===== src/rtl/tid_pkg.sv =====
package tid_pkg;
  localparam int OP_W_DEF = 14;
endpackage


===== src/rtl/tid_count.sv =====
module tid_count #(
  parameter int W = 14
) (
  input  logic         clk,
  input  logic         rst_n,
  input  logic         adv_i,
  input  logic         load_i,
  input  logic [W-1:0] load_val_i,
  output logic         nz_o
);
  logic [W-1:0] cnt_q, cnt_d;
  logic         cnt_en;

  // Next state: a load wins over the decrement, so a load in the cycle the
  // count becomes zero is never dropped.
  always_comb begin
    cnt_d  = cnt_q;
    cnt_en = 1'b0;
    if (load_i) begin
      cnt_d  = load_val_i;
      cnt_en = 1'b1;
    end else if (adv_i && (cnt_q != '0)) begin
      cnt_d  = cnt_q - W'(1);
      cnt_en = 1'b1;
    end
  end

  always_ff @(posedge clk or negedge rst_n) begin
    if (!rst_n)      cnt_q <= '0;
    else if (cnt_en) cnt_q <= cnt_d;
  end

  assign nz_o = (cnt_q != '0);
endmodule


===== src/rtl/tid_gate.sv =====
module tid_gate (
  input  logic issue_i,
  input  logic nz_i,
  output logic inhibit_o,
  output logic busy_o
);
  // The issue cycle is blocked directly, before the counter holds the value.
  always_comb begin
    inhibit_o = issue_i | nz_i;
    busy_o    = nz_i;
  end
endmodule


===== src/rtl/tid_holdoff.sv =====
module tid_holdoff #(
  parameter int OP_W = tid_pkg::OP_W_DEF
) (
  input  logic            clk,
  input  logic            rst_n,
  input  logic            adv_i,
  input  logic            issue_i,
  input  logic [OP_W-1:0] op_i,
  output logic            inhibit_o,
  output logic            busy_o
);
  logic cnt_nz;

  tid_count #(.W(OP_W)) u_count (
    .clk        (clk),
    .rst_n      (rst_n),
    .adv_i      (adv_i),
    .load_i     (issue_i),
    .load_val_i (op_i),
    .nz_o       (cnt_nz)
  );

  tid_gate u_gate (
    .issue_i   (issue_i),
    .nz_i      (cnt_nz),
    .inhibit_o (inhibit_o),
    .busy_o    (busy_o)
  );
endmodule


===== config.mk =====
export PLATFORM = sky130hd
export DESIGN_NAME = tid_holdoff
export DESIGN_NICKNAME = d
export VERILOG_FILES = /design/src/rtl/tid_pkg.sv /design/src/rtl/tid_count.sv /design/src/rtl/tid_gate.sv /design/src/rtl/tid_holdoff.sv
export SDC_FILE = /design/constraint.sdc
export NUM_CORES = 1
export LEC_CHECK = 0
export ABC_AREA = 1
export ABC_CLOCK_PERIOD_IN_PS = 2900
export CAP_MARGIN = 20
export CORE_UTILIZATION = 35
export CTS_BUF_LIST = sky130_fd_sc_hd__clkbuf_8
export CTS_CLUSTER_DIAMETER = 120
export DETAILED_ROUTE_END_ITERATION = 12
export DONT_BUFFER_PORTS = 1
export PLACE_DENSITY_LB_ADDON = 0.08
export SLEW_MARGIN = 20
export SYNTH_ARGS = -nofsm -noshare
export SYNTH_HDL_FRONTEND = slang
export SYNTH_SLANG_ARGS = --single-unit

===== constraint.sdc =====
create_clock -name clk -period 2.9 [get_ports clk]
set_input_delay 0.145 -clock clk [delete_from_list [all_inputs] [get_ports clk]]
set_output_delay 0.145 -clock clk [all_outputs]
set_load 0.05 [all_outputs]

* Word-level counts from Yosys, hierarchy flattened *
Cells that the tools add are included.

storage, ports and cells
  word-level logic and storage cells = 11
  input port bits = 18
  register bits = 14
  output and inout bits = 2

cells by class
  bitwise operators = 1
  reductions and logical operators = 4
  muxes and demuxes = 4
  add/subtract/negate cells = 1

operator list
  cell                   number
  $mux 14                2
  $reduce_bool 14->1     1
  $sub 14x1->14 const B  1
  $mux 1                 2
  $reduce_and 2->1       1
  $reduce_bool 2->1      1
  $logic_and 1x1->1      1
  $or 1x1->1             1

* Longest topological paths before layout *
  word-level depth = 5
  depth in mapped cells = 11
  mapped depth without buffers = 11

* Cells and area by module *
From an unflattened synthesis, not the netlist that was laid out.

unflattened totals
  cells, all modules = 167
  area total of the unflattened synthesis = 1,073.5 um2

modules (own cells, without submodules)
  module     area an instance (um2)  times used  cells an instance
  tid_count  1,054.8                 1           163
  tid_gate   18.8                    1           4

* Worst setup path before layout *
OpenSTA, ideal clock, no wires.

  path type = reg2out
  from = register u_count.cnt_q[0]
  to = output inhibit_o
  data required time = 2,755 ps
  cell stages (with the launch flop) = 8
  setup slack = 1,344 ps
  data arrival time = 1,411 ps
  path buffers = 0
  cell sequence = dfrtp_1 -> inv_1 -> ha_1 -> nand2_1 -> nor2_4 -> nand3_1 -> inv_1 -> nand3_1

on the way
  cells in the longest elaborated chain, start to end = 2

ends and longest elaborated chain
  item                    RTL line          source
  start, declared         tid_count.sv:11   logic [W-1:0] cnt_q, cnt_d;
  start signal, assigned  tid_count.sv:30   else if (cnt_en) cnt_q <= cnt_d;
  $reduce_bool 14->1      tid_count.sv:33   assign nz_o = (cnt_q != '0);
  $or 1x1->1              tid_gate.sv:9     inhibit_o = issue_i | nz_i;
  end, declared           tid_holdoff.sv:9  output logic inhibit_o,

Every way passes these cells.

* Worst setup path in the final report *
Ends and elaborated chain as after synthesis.

==> flow_summary.toml <==
[global_routing]
grt-ovfl-total = 0
grt_util_met1_pct = 24.89
use_met3_pct = 4.884
met2_usage_pct = 25.34
grt_pass1_wl_um = 4278
antenna_found_initial = 0
grt_pass1_vias = 928
grt-busiest-layer = "met2"
grt_max_degree = 19
grt_usage_pct = 17.38

[placed_design]
io_buffers = 0
place_congestion = 0.7826
dp_hpwl_um = 1722

[critical_path]
cp-end-kind = "primary output"
worst-path-stages = 7
crit_path_max_incr_delay_ns = 0.40
path_buf_inv = 2
timing.reg2reg.setup_slack_ns = 1.22
crit_family = "simple AND/OR/NAND/NOR gates"
path_max_fanout = 5
path_cells = "inv_1 -> ha_1 -> nand2_1 -> nor2_4 -> nand3_1 -> inv_1 -> nand3_1"
rr_worst_depth = 10
r2r-end = "u_count.cnt_q[9]"
worst_setup_path_start_kind = "flop"
worst_ep_arrival_time_ns = 1.80
required_ns = 2.76
cpMaxStageDelayCell = "nand3_1"
r2r_start = "u_count.cnt_q[0]"
startpoint = "u_count.cnt_q[0]"
crit_end = "inhibit_o"
critPathKind = "flop to primary output"

[cts]
clk_path_buf_depth = 2
clkSinkCount = 14
post_cts_resize_count = 0
cts_buffers = 3
cts_root_buf = "clkbuf_8"
clkTransAtPathRegs_ns = 0.06
cts_tree = "done"
cts_setup_buffers = 0
clk_latency_ns = 0.25
cts_max_level = 1

[power_and_ir_drop]
power_density_nw_per_um2 = 516.3
ir_drop_v = 0.0002935
total_power_uw = 562.0
p_leak_nw = 0.5562

[timing]
period_share_pct = 66.95
hold_violations = 0
skew_ns = 0.007014
max_slew.worst_pin.slew_ns = 0.6888
rsz0062_at_grt = "false"
fin_crit_ns = 1.942
timing.fmax_ghz = 0.5150
finalSetupViolCount = 0
fin_tns_setup_ns = 0
report.final.slew_viol_count = 0
slew_headroom_pct = 53.93

[routing]
route.detailed.drc = 0
drt_pre_antenna_iters = 4
via_count = 945
wire_per_inst_um = 12.13
wl_um = 2342
routed_via_density = 4.896
drtIter0Drc = 55
ant_nets = 0

[logic_synthesis]
ys.warnings.count = 0
syn-num-nets = 181
ys_types = 22
avgSynthCellArea_um2 = 6.349
yosysSeqAreaShare_pct = 34.06
syn_area_um2 = 1028
ys_ff_latch = 14
synthCells = 162

[finish]
reg_top3 = "u_count.cnt_q: 14 flops"
area_growth_pct = 5.839
nFillCells = 306
largest_register_ffs = 14
nNetsFinal = 183
drive_above_1_share_pct = 9.877
diodes = 0
regMostFlops = "u_count.cnt_q"

[outcome]
status = "completed"

[min_path]
hold_path.class = "input pin to flop"
hp-start = "op_i[12]"

[die]
start_util_pct = 36.98
rows = 19
die_area_um2 = 3160
die_y_um = 56.21
io_pins = 20
die_w_um = 56.21
core_area_um2 = 2781

[job]
drv_cap = 0
worst min-delay path by stage:
stage	end	slack, ns	cells past startpoint
6_report	u_count.cnt_q[12]	0.10	4
5_1_grt	u_count.cnt_q[12]	0.10	4
4_1_cts	u_count.cnt_q[12]	0.10	4
3_5_place_dp	u_count.cnt_q[4]	-0.15	0
3_3_place_gp	u_count.cnt_q[7]	-0.15	0
2_1_floorplan	u_count.cnt_q[0]	-0.15	0
per-stage QoR:
step | instance area [um2] | hold WS (ns) | setup WS [ns] | utilization [%] | cells
after CTS | 1089 | 0.1005 | 0.9472 | 39.14 | 193
after floorplan | 1028 | -0.1506 | 1.344 | - | 162
after global routing | 1089 | 0.1042 | 0.7932 | 39.14 | 193
final | 1089 | 0.1002 | 0.9584 | 39.14 | 193
after detailed placement | 1037 | -0.1502 | 1.209 | 37.29 | 189
after global placement | 1037 | -0.1502 | 1.251 | 37.29 | 189
per-layer routing:
| metal | wire length, um | vias to the layer above | share of wire [%] |
|---|---|---|---|
| met5 | 0 | - | 0 |
| met4 | 16 | 0 | 0.68 |
| met3 | 105 | 2 | 4.5 |
| met2 | 975 | 16 | 42 |
| met1 | 1244 | 419 | 53 |
| li1 | - | 508 | - |
where the power goes:
group | switching [mW] | internal (mW)
Sequential | 0.0278 | 0.224
Combinational | 0.0957 | 0.0523
Clock | 0.0703 | 0.0920
cells in the mapped netlist (all sizes together):
| cell | number | area, um2 |
|---|---|---|
| nand3 | 18 | 95.09 |
| clkbuf | 2 | 7.510 |
| or2 | 4 | 25.02 |
| a31oi | 1 | 6.260 |
| a21oi | 1 | 5.000 |
| nand2 | 71 | 279.0 |
| buf | 2 | 22.52 |
| o21ai | 13 | 65.06 |
| and2 | 1 | 6.260 |
| xnor2 | 1 | 8.760 |
| xor2 | 1 | 8.760 |
| nor2 | 18 | 82.58 |
| dfrtp | 14 | 350.3 |
| clkinv | 1 | 5.000 |
| ha | 1 | 12.51 |
| inv | 13 | 48.80 |
cell usage in the layout, fill, tap and decap left out, drive strengths merged:
cell type	synthesis	routed
ha	1	1
xnor2	1	1
clkbuf	2	3
inv	13	13
clkinv	1	1
nand2	71	71
xor2	1	1
and2	1	1
o21ai	13	13
nand3	18	18
or2	4	4
nor2	18	18
dfrtp	14	14
a31oi	1	1
dlygate4sd3	0	1
a21oi	1	1
kinds of logic after synthesis:
| kind of cell | synth area share (%) |
|---|---|
| simple gates | 47.44 |
| buf+inv | 8.151 |
| compound gates | 7.421 |
| flops | 34.06 |
| xor+xnor | 1.703 |
| fa+ha+maj | 1.216 |
cell type report:
type                            instances  area, um2  share of cell area (%)
Tap cell                               31      38.79                   3.563
Clock buffer                            3      41.29                   3.793
Inverter                               14      53.80                   4.943
Timing Repair Buffer                    1      10.01                  0.9195
Multi-Input combinational cell        130      594.3                   54.60
Sequential cell                        14      350.3                   32.18
worst min-delay path: cells and delay by family:
| family | cells | cell delay, ns |
|---|---|---|
| simple gates | 4 | 0.17 |
repair_timing:
| action | 4_1_cts | 5_1_grt |
|---|---|---|
| hold buffers | 1 | 0 |
| setup endpoints to repair | 0 | 0 |
| hold endpoints to repair | 14 | 0 |
(Power assumes the default switching activity.)
